==> src/rtl/tbt_pkg.sv <==
package tbt_pkg;

    typedef enum logic [1:0] {
        MODE_STOP = 2'd0,
        MODE_UP   = 2'd1,
        MODE_CONT = 2'd2,
        MODE_UPDN = 2'd3
    } run_mode_e;

    typedef enum logic {
        PH_RISE = 1'b0,
        PH_FALL = 1'b1
    } phase_e;

    // control word layout
    localparam int MODE_LSB = 0;
    localparam int DIV_LSB  = 2;
    localparam int SRC_LSB  = 4;
    localparam int CLR_BIT  = 6;
    localparam int IE_BIT   = 7;
    localparam int FLAG_BIT = 8;
    localparam int CTL_W    = FLAG_BIT + 1;

endpackage

==> src/rtl/tbt_src_sync.sv <==
module tbt_src_sync #(
    parameter int N_SRC  = 4,
    parameter int STAGES = 2,
    localparam int SEL_W = $clog2(N_SRC)
) (
    input  logic             clk,
    input  logic             rst_n,
    input  logic [N_SRC-1:0] src_in,
    input  logic [SEL_W-1:0] sel,
    output logic             rise_o
);
    logic [N_SRC-1:0] synced;
    logic             sel_prev;
    logic             sel_now;

    for (genvar g = 0; g < N_SRC; g++) begin : g_sync
        logic [STAGES-1:0] chain;
        always_ff @(posedge clk or negedge rst_n) begin
            if (!rst_n) chain <= '0;
            else        chain <= {chain[STAGES-2:0], src_in[g]};
        end
        assign synced[g] = chain[STAGES-1];
    end

    assign sel_now = synced[sel];

    always_ff @(posedge clk or negedge rst_n) begin
        if (!rst_n) sel_prev <= 1'b0;
        else        sel_prev <= sel_now;
    end

    assign rise_o = sel_now & ~sel_prev;
endmodule

==> src/rtl/tbt_prescaler.sv <==
module tbt_prescaler #(
    parameter int DIV_W = 2,
    localparam int PRE_W = (1 << DIV_W) - 1
) (
    input  logic             clk,
    input  logic             rst_n,
    input  logic             clr,
    input  logic             run,
    input  logic             tick_in,
    input  logic [DIV_W-1:0] div,
    output logic             tick_out
);
    logic [PRE_W-1:0] pre_q;
    logic [PRE_W-1:0] mask;
    logic             at_end;

    assign mask     = ~({PRE_W{1'b1}} << div);
    assign at_end   = (pre_q == mask);
    assign tick_out = run & tick_in & at_end & ~clr;

    always_ff @(posedge clk or negedge rst_n) begin
        if (!rst_n) begin
            pre_q <= '0;
        end else if (clr) begin
            pre_q <= '0;
        end else if (run && tick_in) begin
            pre_q <= at_end ? '0 : pre_q + 1'b1;
        end
    end
endmodule

==> src/rtl/tbt_count_fsm.sv <==
module tbt_count_fsm
    import tbt_pkg::*;
#(
    parameter int W = 16
) (
    input  logic      clk,
    input  logic      rst_n,
    input  logic      clr,
    input  logic      tick,
    input  run_mode_e mode,
    input  logic [W-1:0] period,
    output logic [W-1:0] count,
    output logic      falling,
    output logic      hit_stb,
    output logic      wrap_evt
);
    localparam logic [W-1:0] ONE  = W'(1);
    localparam logic [W-1:0] ZERO = '0;
    localparam logic [W-1:0] TOP  = '1;

    phase_e       state, nxt_state;
    logic [W-1:0] nxt_cnt;
    logic         ev_hit;
    logic         ev_wrap;
    logic         per_zero;

    assign per_zero = (period == ZERO);

    always_comb begin
        nxt_state = state;
        nxt_cnt   = count;
        ev_hit    = 1'b0;
        ev_wrap   = 1'b0;
        if (clr) begin
            nxt_state = PH_RISE;
            nxt_cnt   = ZERO;
        end else if (tick) begin
            unique case (mode)
                MODE_STOP: begin
                    nxt_cnt = count;
                end
                MODE_CONT: begin
                    nxt_state = PH_RISE;
                    nxt_cnt   = count + ONE;
                    ev_wrap   = (count == TOP);
                    ev_hit    = ((count + ONE) == period);
                end
                MODE_UP: begin
                    nxt_state = PH_RISE;
                    if (per_zero) begin
                        nxt_cnt = ZERO;
                    end else if (count >= period) begin
                        nxt_cnt = ZERO;
                        ev_wrap = 1'b1;
                    end else begin
                        nxt_cnt = count + ONE;
                        ev_hit  = ((count + ONE) == period);
                    end
                end
                MODE_UPDN: begin
                    if (per_zero) begin
                        nxt_state = PH_RISE;
                        nxt_cnt   = ZERO;
                    end else begin
                        unique case (state)
                            PH_RISE: begin
                                if (count < period) begin
                                    nxt_cnt = count + ONE;
                                    ev_hit  = ((count + ONE) == period);
                                end else begin
                                    nxt_cnt = count - ONE;
                                    if (count == ONE) begin
                                        ev_wrap   = 1'b1;
                                        nxt_state = PH_RISE;
                                    end else begin
                                        nxt_state = PH_FALL;
                                    end
                                end
                            end
                            PH_FALL: begin
                                if (count == ZERO) begin
                                    nxt_cnt   = ONE;
                                    nxt_state = PH_RISE;
                                    ev_hit    = (period == ONE);
                                end else begin
                                    nxt_cnt = count - ONE;
                                    if (count == ONE) begin
                                        ev_wrap   = 1'b1;
                                        nxt_state = PH_RISE;
                                    end
                                end
                            end
                        endcase
                    end
                end
            endcase
        end
    end

    // state register
    always_ff @(posedge clk or negedge rst_n) begin
        if (!rst_n) state <= PH_RISE;
        else        state <= nxt_state;
    end

    // outputs
    always_ff @(posedge clk or negedge rst_n) begin
        if (!rst_n) begin
            count   <= ZERO;
            hit_stb <= 1'b0;
        end else begin
            count   <= nxt_cnt;
            hit_stb <= ev_hit;
        end
    end

    assign falling  = (state == PH_FALL);
    assign wrap_evt = ev_wrap;
endmodule

==> src/rtl/tick_base_timer.sv <==
module tick_base_timer
    import tbt_pkg::*;
#(
    parameter int CNT_W       = 16,
    parameter int SYNC_STAGES = 2
) (
    input  logic             clk,
    input  logic             rst_n,
    input  logic [3:0]       src_in,
    input  logic             ctl_we,
    input  logic [CTL_W-1:0] ctl_wdata,
    output logic [CTL_W-1:0] ctl_rdata,
    input  logic             per_we,
    input  logic [CNT_W-1:0] per_wdata,
    output logic [CNT_W-1:0] count,
    output logic             count_down,
    output logic             period_hit,
    output logic             ovf_flag,
    output logic             irq
);
    run_mode_e        mode_q;
    logic [1:0]       div_q;
    logic [1:0]       src_q;
    logic             ie_q;
    logic             flag_q;
    logic [CNT_W-1:0] period_q;
    logic             clr;
    logic             src_rise;
    logic             step;
    logic             wrap_evt;

    assign clr = ctl_we & ctl_wdata[CLR_BIT];

    always_ff @(posedge clk or negedge rst_n) begin
        if (!rst_n) begin
            mode_q <= MODE_STOP;
            div_q  <= '0;
            src_q  <= '0;
            ie_q   <= 1'b0;
        end else if (ctl_we) begin
            mode_q <= run_mode_e'(ctl_wdata[MODE_LSB +: 2]);
            div_q  <= ctl_wdata[DIV_LSB +: 2];
            src_q  <= ctl_wdata[SRC_LSB +: 2];
            ie_q   <= ctl_wdata[IE_BIT];
        end
    end

    always_ff @(posedge clk or negedge rst_n) begin
        if (!rst_n)        flag_q <= 1'b0;
        else if (wrap_evt) flag_q <= 1'b1;
        else if (ctl_we)   flag_q <= ctl_wdata[FLAG_BIT];
    end

    always_ff @(posedge clk or negedge rst_n) begin
        if (!rst_n)      period_q <= '0;
        else if (per_we) period_q <= per_wdata;
    end

    tbt_src_sync #(.N_SRC(4), .STAGES(SYNC_STAGES)) u_sync (
        .clk   (clk),
        .rst_n (rst_n),
        .src_in(src_in),
        .sel   (src_q),
        .rise_o(src_rise)
    );

    tbt_prescaler #(.DIV_W(2)) u_pre (
        .clk     (clk),
        .rst_n   (rst_n),
        .clr     (clr),
        .run     (mode_q != MODE_STOP),
        .tick_in (src_rise),
        .div     (div_q),
        .tick_out(step)
    );

    tbt_count_fsm #(.W(CNT_W)) u_fsm (
        .clk     (clk),
        .rst_n   (rst_n),
        .clr     (clr),
        .tick    (step),
        .mode    (mode_q),
        .period  (period_q),
        .count   (count),
        .falling (count_down),
        .hit_stb (period_hit),
        .wrap_evt(wrap_evt)
    );

    always_comb begin
        ctl_rdata                   = '0;
        ctl_rdata[MODE_LSB +: 2]    = mode_q;
        ctl_rdata[DIV_LSB +: 2]     = div_q;
        ctl_rdata[SRC_LSB +: 2]     = src_q;
        ctl_rdata[IE_BIT]           = ie_q;
        ctl_rdata[FLAG_BIT]         = flag_q;
    end

    assign ovf_flag = flag_q;
    assign irq      = flag_q & ie_q;
endmodule

==> config.mk <==
export PLATFORM = sky130hd
export DESIGN_NAME = tick_base_timer
export DESIGN_NICKNAME = d
export VERILOG_FILES = /design/src/rtl/tbt_pkg.sv /design/src/rtl/tbt_src_sync.sv /design/src/rtl/tbt_prescaler.sv /design/src/rtl/tbt_count_fsm.sv /design/src/rtl/tick_base_timer.sv
export SDC_FILE = /design/constraint.sdc
export NUM_CORES = 1
export LEC_CHECK = 0
export BUFFER_PORTS_ARGS = -buffer_cell sky130_fd_sc_hd__buf_4
export CAP_MARGIN = 10
export CORE_UTILIZATION = 35
export CTS_CLUSTER_DIAMETER = 200
export CTS_CLUSTER_SIZE = 16
export DETAILED_ROUTE_END_ITERATION = 7
export REMOVE_ABC_BUFFERS = 1
export SLEW_MARGIN = 15
export SYNTH_ARGS = -nofsm -noshare
export SYNTH_HDL_FRONTEND = slang
export SYNTH_HIERARCHICAL = 1
export SYNTH_SLANG_ARGS = --single-unit
export TNS_END_PERCENT = 1
==> constraint.sdc <==
create_clock -name clk -period 7.13 [get_ports clk]
set_clock_uncertainty 0.05 [all_clocks]
set_input_delay 0.713 -clock clk [delete_from_list [all_inputs] [get_ports clk]]
set_output_delay 0.713 -clock clk [all_outputs]
set_load 0.005 [all_outputs]
==> results.sh, run 1 <==
export IMPL_startpoint_type="register"
export IMPL_finalSetupViolCount=0
export IMPL_end_kind="register"
export IMPL_tightest_slew_ps=731.8
export IMPL_p_total_mw=0.9422
export IMPL_grt_pass1_vias=3439
export IMPL_first_iter_violations=212
export IMPL_path_buf_inv=0
export IMPL_stdcell_count=627
export IMPL_vias=3607
export IMPL_h_tree_depth=2
export IMPL_critPathKind="register to register"
export IMPL_fp_coreArea_um2=11420
export IMPL_clk_pin_slew_ps=80
export IMPL_yosysTopAreaCell="dfrtp_1"
export IMPL_drc=0
export IMPL_leakage_nw=2.139
export IMPL_start_util_pct=35.96
export IMPL_fin_tns_setup_ps=0
export IMPL_die_x_um=110.3
export IMPL_port_buffers=60
export IMPL_cpMaxStageDelayCell="nor3b_1"
export IMPL_grt_overflow=0
export IMPL_slew_viol_final=0
export IMPL_rsz0062_at_grt="no"
export IMPL_ir_drop_uv=86.81
export IMPL_synth_async_reset_ratio_pct=100.0
export IMPL_postSynthAreaPerCell_um2=9.506
export IMPL_dpl_cell_count=619
export IMPL_yosys_warnings=6
export IMPL_antenna_left=0
export IMPL_hold_path_depth=0
export IMPL_clockRootBuffer="clkbuf_16"
export IMPL_topRoutingLayerUsed="met4"
export IMPL_min_period_over_period_pct=47.61
export IMPL_synth_cell_type_count=74
export IMPL_synthesis_area_um2=4106
export IMPL_synth_edf_count=0
export IMPL_area_delta_synth_final_pct=16.51
export IMPL_grt_pass1_wl_um=18330
export IMPL_hpwl_um=9181
export IMPL_yosysTopAreaCellShare_pct=32.91
export IMPL_place_congestion=0.9005
export IMPL_fmax_mhz=294.6
export IMPL_synth_most_common_cell="dfrtp_1"
export IMPL_fin_crit_ps=3395
export IMPL_cts_path_max_buffers=2
export IMPL_synth_seq_area_share_pct=32.91
export IMPL_n_antenna_cell=0
export IMPL_slowest_delay_ps=630
export IMPL_hold_violations=0
export IMPL_ys_top_cells_by_area="dfrtp_1, ha_1, xnor2_1, mux2_4, mux2_2"
export IMPL_die_h_um=110.3
export IMPL_postCtsSetupBuffers=0
export IMPL_cts_made_buffers=5
export IMPL_routedWlPerCell_um=18.90
export IMPL_drt_pass1_iterations=5
export IMPL_layout_nets=542
export IMPL_tritoncts="done"
export IMPL_synth_common_cells="dfrtp_1, inv_1, ha_1"
export IMPL_wl_met3_um=664
export IMPL_hp_class="register to register"
export IMPL_num_rows=39
export IMPL_rr_worst_depth=9
export IMPL_cts_resized=0
export IMPL_cts_hold_fix_buffers=0
export IMPL_ys_ff_latch=54
export IMPL_wl_met1_um=5499
export IMPL_grt_max_degree=55
export IMPL_crit_path_cell_trace="mux4_2, nor2b_4, nand2_1, a211oi_1, nor3b_1, nand3_1, a2111oi_0, nand4_1, o31ai_1"
export IMPL_slew_headroom_pct=51.04
export IMPL_worstPathArrival_ps=3550
export IMPL_crit_fanout=6
export IMPL_n_fill_cell=1163
export IMPL_cts_sinks=54
export IMPL_drt_wl_total_um=11850
export IMPL_path_depth=9
export IMPL_wl_met2_um=5438
export IMPL_p_per_area_nw_per_um2=196.9
export IMPL_status="finished clean"
export IMPL_required_ps=7290
export IMPL_drv_cap=0
export IMPL_synthCells=432
export IMPL_grt_usage_pct=20.23
export IMPL_clock_latency_ps=310
export IMPL_drive_gt1_share_pct=25.21
export IMPL_antenna_found_initial=0
export IMPL_cpLargestDelayFamily="compound AO/OA/AOI/OAI gates"
export IMPL_via_per_inst=5.753
export IMPL_pin_count=62
export IMPL_dieArea_um2=12170
export IMPL_synthFlopType="dfrtp_1"
## power breakdown
group | switching, mW | internal [mW] | total (mW)
clock | 0.125 | 0.135 | 0.260
combinational | 0.161 | 0.141 | 0.302
sequential | 0.0459 | 0.334 | 0.380
total | 0.333 | 0.610 | 0.942
## sequential cells by signal (all words and copies together), names as in the netlist
register,flops
src_q,2
period_q,16
div_q,2
ovf_flag,1
u_fsm/count,16
u_fsm/hit_stb,1
u_pre/pre_q,3
u_sync/sel_prev,1
u_sync/g_sync.chain,8
mode_q,2
u_fsm/falling,1
ie_q,1
## layout by cell type, fill, tap and decap left out, types with 7 or more instances in the layout
master    synthesis  layout
dfrtp_1          54      54
inv_1            31      31
o21ai_0          14      14
ha_1             26      26
nor4_1           10      10
nor2_1           24      24
nand2_1          23      23
nand3_1          15      15
a21oi_1          14      14
nand2b_1          7       7
nand4_1           8       8
xnor2_1          24      24
a221oi_1          8       8
nor3_1           11      11
mux2_2           13      13
or2_2             8       8
buf_4             3      62
mux2_4           10      10
## through the flow
step	util [%]	setup slack [ps]	instance area, um^2	hold slack (ps)
6_report	41.90	3735	4785	302.0
5_1_grt	41.90	3472	4785	309.6
4_1_cts	41.90	3751	4785	305.0
3_5_place_dp	40.58	3702	4633	286.5
3_3_place_gp	40.58	3900	4633	283.7
2_1_floorplan	-	4285	3989	281.2
## worst paths after layout
check | start | endpoint | slack, ps
worst max-delay path | src_q[0]$_DFFE_PN0P_ | u_fsm/hit_stb$_DFF_PN0_ | 3740
worst min-delay path | u_sync/g_sync[1].chain[0]$_DFF_PN0_ | u_sync/g_sync[1].chain[1]$_DFF_PN0_ | 300
worst max register to register | src_q[0]$_DFFE_PN0P_ | u_fsm/hit_stb$_DFF_PN0_ | 3740
worst min register to register | u_sync/g_sync[1].chain[0]$_DFF_PN0_ | u_sync/g_sync[1].chain[1]$_DFF_PN0_ | 300
max in group asynchronous | rst_n | u_fsm/hit_stb$_DFF_PN0_ | 6170
min in group asynchronous | rst_n | u_pre/pre_q[1]$_DFFE_PN0P_ | 410
## kinds of logic (layout without fill, tap and decap cells)
family          after synthesis  in the layout  synth area share, %
compound gates              101            101                18.56
xor+xnor                     29             29                6.185
fa+ha+maj                    26             26                7.922
buf+inv                      49            101                5.698
flops                        54             54                32.91
mux                          26             26                8.257
other cells                   1              1              0.09132
simple gates                146            146                20.38
## metal layers
metal / vias up / track usage, %
met2: 117 / 31.32
met3: 24 / 3.998
met5: - / 0
met1: 1775 / 28.26
li1: 1691 / -
met4: 0 / 6.297
## layout make-up
class                   count  area (um^2)  share of cell area [%]
inverters                  31        116.4                   2.432
clock inverters             3        26.28                  0.5492
well taps                 143        178.9                   3.740
multi-input cells         329         2521                   52.69
clock buffers               5        125.1                   2.615
flip-flops and latches     54         1351                   28.24
repair buffers             62        465.4                   9.728
Note: power is estimated with default switching activity, not from simulation.
==> run 2: changes to the inputs <==
==> constraint.sdc (replaced) <==
create_clock -name clk -period 3.1 [get_ports clk]
set_clock_uncertainty 0.05 [all_clocks]
set_input_delay 0.31 -clock clk [delete_from_list [all_inputs] [get_ports clk]]
set_output_delay 0.31 -clock clk [all_outputs]
set_load 0.005 [all_outputs]
==> results.sh, run 2 (synthesized netlist as in run 1, its figures left out) <==
export IMPL_status="finished clean"
export IMPL_clockRootBuffer="clkbuf_16"
export IMPL_port_buffers=60
export IMPL_fin_tns_setup_ps=0
export IMPL_final_common_cell="buf_4"
export IMPL_num_rows=39
export IMPL_postCtsSetupBuffers=0
export IMPL_seq_power_share_pct=38.2
export IMPL_finalSetupViolCount=0
export IMPL_rr_worst_depth=9
export IMPL_startpoint_type="register"
export IMPL_cts_sinks=54
export IMPL_final_cell_mix="buf_4, dfrtp_1, inv_1"
export IMPL_p_sw_share_pct=33.13
export IMPL_hold_violations=0
export IMPL_p_int_mw=1.496
export IMPL_hold_slack_ps=13.30
export IMPL_grt_usage_pct=20.49
export IMPL_pin_count=62
export IMPL_rrSetupSlack_ps=170
export IMPL_tightest_slew_ps=750.4
export IMPL_grt_pass1_wl_um=18860
export IMPL_critPathKind="register to register"
export IMPL_required_ps=3260
export IMPL_die_x_um=110.3
export IMPL_hp_class="input port to asynchronous set/reset pin"
export IMPL_post_route_util_pct=43.59
export IMPL_cts_made_buffers=5
export IMPL_via_per_inst=5.586
export IMPL_clk_pin_slew_ps=70
export IMPL_top_regs="period_q x16, u_fsm/count x16, u_sync/g_sync.chain x8"
export IMPL_die_h_um=110.3
export IMPL_p_per_area_nw_per_um2=449.5
export IMPL_grt_overflow=0
export IMPL_place_congestion=0.9165
export IMPL_crit_path_cell_trace="inv_1, ha_1, a41oi_1, o21ai_1, o2bb2ai_1, or2_2, o31ai_4, a221oi_1, a31oi_1"
export IMPL_drive_gt1_share_pct=28.85
export IMPL_met1_usage_pct=28.50
export IMPL_comb_power_share_pct=32.9
export IMPL_tritoncts="done"
export IMPL_switchingPower_mw=0.7412
export IMPL_fin_crit_ps=2927
export IMPL_slew_headroom_pct=49.51
export IMPL_path_buf_inv=1
export IMPL_routedWlPerCell_um=18.08
export IMPL_slew_viol_final=0
export IMPL_antenna_found_initial=0
export IMPL_grt_use_met2_pct=32.48
export IMPL_first_iter_violations=223
export IMPL_cpMaxStageDelayCell="o31ai_4"
export IMPL_area_delta_synth_final_pct=21.21
export IMPL_start_util_pct=35.96
export IMPL_crit_fanout=11
export IMPL_drc=0
export IMPL_startpoint="period_q[7]$_DFFE_PN0P_"
export IMPL_rsz0062_at_grt="no"
export IMPL_n_antenna_cell=0
export IMPL_r2r_start="period_q[7]$_DFFE_PN0P_"
export IMPL_ir_drop_uv=211.9
export IMPL_leakage_nw=2.259
export IMPL_drt_wl_total_um=11740
export IMPL_end_kind="register"
export IMPL_drv_cap=0
export IMPL_antenna_left=0
export IMPL_min_period_over_period_pct=94.43
export IMPL_drt_pass1_iterations=5
export IMPL_grt_busiest_layer="met2"
export IMPL_clock_latency_ps=300
export IMPL_clockPowerShare_pct=28.9
export IMPL_groute_layer_met3_usage_pct=2.587
export IMPL_hpwl_um=9076
export IMPL_fmax_mhz=341.6
export IMPL_cpLargestDelayFamily="compound AO/OA/AOI/OAI gates"
export IMPL_dieArea_um2=12170
export IMPL_grt_pass1_vias=3572
export IMPL_h_tree_depth=2
export IMPL_r2r_end="u_fsm/count[13]$_DFFE_PN0P_"
export IMPL_fp_coreArea_um2=11420
export IMPL_slowest_delay_ps=590
export IMPL_n_fill_cell=1158
export IMPL_grt_max_degree=55
export IMPL_worstPathArrival_ps=3090
export IMPL_vias=3625
export IMPL_layout_nets=564
export IMPL_cts_path_max_buffers=2
## run 2: power groups by stage
stage / logic [mW] / clock network [mW] / registers, mW
after floorplan: 0.469 / 0 / 0.855
after CTS: 0.727 / 0.665 / 0.856
after global routing: 0.812 / 0.687 / 0.870
after global placement: 0.712 / 0 / 0.867
after detailed placement: 0.719 / 0 / 0.869
final: 0.736 / 0.646 / 0.855
## run 2: how the worst max path moves through the flow
| stage | cells after the start | to | slack, ps |
|---|---|---|---|
| after global routing | 9 | u_fsm/count[10]$_DFFE_PN0P_ | 50 |
| final | 9 | u_fsm/count[13]$_DFFE_PN0P_ | 170 |
| after CTS | 11 | u_fsm/count[13]$_DFFE_PN0P_ | 140 |
| after detailed placement | 9 | u_fsm/count[11]$_DFFE_PN0P_ | 30 |
| after global placement | 9 | u_fsm/count[11]$_DFFE_PN0P_ | 80 |
| after floorplan | 10 | u_fsm/count[11]$_DFFE_PN0P_ | 250 |
## run 2: timing repair
item                       in CTS  in global routing
gates cloned                    0                  0
hold endpoints to repair        0                  0
resized for setup               1                  2
setup endpoints to repair       1                  9
hold buffers                    0                  0
## run 2: metrics by stage
step,power [mW],worst slack (ps),area [um^2],std cells
after floorplan,1.324,254.7,3989,414
after global placement,1.579,84.67,4798,641
after detailed placement,1.588,31.35,4798,641
after CTS,2.248,136.7,4967,649
after global routing,2.369,47.05,4977,649
final,2.237,172.7,4977,649
## run 2: per-layer routing
metal	vias to the layer above	part of all wire, %
li1	1737	-
met1	1751	45
met2	121	47
met3	16	5.6
met4	0	2.4
met5	-	0
## run 2: worst reg2reg max path: cells and delay by family (launching register included)
family | cells | cell delay (ps)
simple gates | 1 | 470
compound gates | 6 | 1540
buf+inv | 1 | 90
fa+ha+maj | 1 | 310
flops | 1 | 380
## run 2: layout make-up
type / count / area (um^2) / share of cell area (%)
clock buffer: 6 / 128.9 / 2.589
clock inverter: 2 / 37.54 / 0.7541
inverter: 31 / 116.4 / 2.338
multi-input combinational: 329 / 2534 / 50.91
sequential: 54 / 1351 / 27.15
tap: 143 / 178.9 / 3.595
timing repair buffer: 84 / 630.6 / 12.67
==> run 3: changes to the inputs <==
--- a/config.mk
+++ b/config.mk
@@ -11,6 +11,7 @@
 export CTS_CLUSTER_DIAMETER = 200
 export CTS_CLUSTER_SIZE = 16
 export DETAILED_ROUTE_END_ITERATION = 7
+export PLACE_DENSITY_LB_ADDON = 0.25
 export REMOVE_ABC_BUFFERS = 1
 export SLEW_MARGIN = 15
 export SYNTH_ARGS = -nofsm -noshare
==> results.sh, run 3 (synthesized netlist as in run 1, its figures left out) <==
export IMPL_drive_gt1_share_pct=29.94
export IMPL_critPathKind="register to register"
export IMPL_grt_pass1_wl_um=18550
export IMPL_layout_nets=569
export IMPL_r2r_end="u_fsm/count[14]$_DFFE_PN0P_"
export IMPL_vias=3728
export IMPL_startpoint_type="register"
export IMPL_drt_pass1_iterations=5
export IMPL_h_tree_depth=2
export IMPL_fin_crit_ps=2916
export IMPL_clk_pin_slew_ps=70
export IMPL_drt_wl_total_um=11630
export IMPL_final_cell_mix="buf_4, dfrtp_1, inv_1"
export IMPL_antenna_found_initial=0
export IMPL_min_period_over_period_pct=94.08
export IMPL_ir_drop_uv=229.4
export IMPL_met1_usage_pct=27.94
export IMPL_grt_pass1_vias=3497
export IMPL_routedWlPerCell_um=17.79
export IMPL_cts_made_buffers=5
export IMPL_port_buffers=60
export IMPL_place_area_um2=4836
export IMPL_start_util_pct=35.96
export IMPL_tightest_slew_ps=707.1
export IMPL_cpMaxStageDelayCell="o31ai_4"
export IMPL_slew_headroom_pct=52.65
export IMPL_fin_tns_setup_ps=0
export IMPL_first_iter_violations=235
export IMPL_crit_path_cell_trace="inv_1, ha_1, a41oi_1, o21ai_1, o2bb2ai_1, or2_2, o31ai_4, a221oi_1, a31oi_1"
export IMPL_hpwl_um=9069
export IMPL_required_ps=3260
export IMPL_groute_layer_met3_usage_pct=2.939
export IMPL_n_antenna_cell=0
export IMPL_num_rows=39
export IMPL_die_x_um=110.3
export IMPL_area_delta_synth_final_pct=22.36
export IMPL_end_kind="register"
export IMPL_grt_use_met2_pct=31.90
export IMPL_startpoint="period_q[7]$_DFFE_PN0P_"
export IMPL_final_common_cell="buf_4"
export IMPL_dp_slack_ps=-139.0
export IMPL_slew_viol_final=0
export IMPL_cts_sinks=54
export IMPL_cts_hold_fix_buffers=0
export IMPL_finalSetupViolCount=0
export IMPL_via_per_inst=5.700
export IMPL_slowest_delay_ps=590
export IMPL_clockRootBuffer="clkbuf_16"
export IMPL_grt_max_degree=55
export IMPL_grt_busiest_layer="met2"
export IMPL_worstPathArrival_ps=3080
export IMPL_grt_overflow=0
export IMPL_drv_cap=0
export IMPL_endpoint="u_fsm/count[14]$_DFFE_PN0P_"
export IMPL_final_area_um2=5025
export IMPL_grt_usage_pct=20.24
export IMPL_hold_violations=0
export IMPL_rrSetupSlack_ps=180
export IMPL_cts_path_max_buffers=2
export IMPL_n_fill_cell=1118
export IMPL_dieArea_um2=12170
export IMPL_tritoncts="done"
export IMPL_fp_coreArea_um2=11420
export IMPL_clock_latency_ps=290
export IMPL_place_congestion=0.9103
export IMPL_top_regs="period_q x16, u_fsm/count x16, u_sync/g_sync.chain x8"
export IMPL_antenna_left=0
export IMPL_rsz0062_at_grt="no"
export IMPL_leakage_nw=2.286
export IMPL_rr_worst_depth=9
export IMPL_fmax_mhz=342.9
export IMPL_hold_slack_ps=8.363
export IMPL_drc=0
export IMPL_fin_ws_ps=183.6
export IMPL_pin_count=62
export IMPL_p_per_area_nw_per_um2=442.0
export IMPL_r2r_start="period_q[7]$_DFFE_PN0P_"
export IMPL_status="finished clean"
export IMPL_hp_class="input port to asynchronous set/reset pin"
export IMPL_crit_fanout=11
export IMPL_die_h_um=110.3
-- run 3: cell count changes in the layout (fill, tap and decap cells not counted) --
cell / before / now
clkbuf_1: 1 / 0
a2111oi_0: 2 / 1
buf_4: 84 / 89
clkinvlp_4: 1 / 2
a2111oi_2: 0 / 1
-- run 3: final cells by class --
| type | count | area, um^2 | share of cell area (%) |
|---|---|---|---|
| Multi-Input combinational cell | 329 | 2540 | 50.55 |
| Sequential cell | 54 | 1351 | 26.89 |
| Clock buffer | 5 | 125.1 | 2.490 |
| Timing Repair Buffer | 89 | 668.1 | 13.30 |
| Inverter | 31 | 116.4 | 2.316 |
| Clock inverter | 3 | 45.04 | 0.8964 |
| Tap cell | 143 | 178.9 | 3.561 |
-- run 3: how the worst min path moves through the flow --
stage	start	endpoint	slack, ps	cells past startpoint
floorplan	rst_n	div_q[0]$_DFFE_PN0P_	-40	0
global placement	u_sync/g_sync[3].chain[0]$_DFF_PN0_	u_sync/g_sync[3].chain[1]$_DFF_PN0_	290	0
detailed placement	u_sync/g_sync[3].chain[0]$_DFF_PN0_	u_sync/g_sync[3].chain[1]$_DFF_PN0_	290	0
CTS	rst_n	div_q[1]$_DFFE_PN0P_	50	1
global route	src_in[0]	u_sync/g_sync[0].chain[0]$_DFF_PN0_	50	1
finish	rst_n	div_q[1]$_DFFE_PN0P_	8	1
-- run 3: worst max-delay path: cells and delay by family, from the launching register on --
family / cells / cell delay (ps)
AO/OA/AOI/OAI: 6 / 1530
adder cells (fa/ha/maj): 1 / 310
buffers and inverters: 1 / 90
flip-flops: 1 / 380
AND/OR/NAND/NOR: 1 / 470
-- run 3: metrics by stage --
| step | util, % | total power, mW | std cells |
|---|---|---|---|
| floorplan | - | 1.324 | 414 |
| global placement | 42.35 | 1.566 | 646 |
| detailed placement | 42.35 | 1.573 | 646 |
| CTS | 43.91 | 2.227 | 654 |
| global route | 44.01 | 2.359 | 654 |
| finish | 44.01 | 2.221 | 654 |
-- run 3: layer usage --
| layer | share of wire [%] | wire length, um | vias to the layer above |
|---|---|---|---|
| li1 | - | - | 1745 |
| met1 | 44 | 5115 | 1808 |
| met2 | 46 | 5391 | 153 |
| met3 | 7.0 | 815 | 22 |
| met4 | 2.7 | 309 | 0 |
| met5 | 0 | 0 | - |
-- run 3: power by group --
part           switching, mW  total, mW  internal [mW]  leakage (nW)
Combinational          0.389      0.729          0.340          1.54
Clock                  0.261      0.642          0.381        0.0760
Sequential            0.0810      0.850          0.769         0.674
Total                  0.731       2.22           1.49          2.29
-- run 3: repair_timing --
item / CTS / global route
endpoints found under the setup margin: 2 / 9
setup buffers: 0 / 0
gates resized for setup: 2 / 3
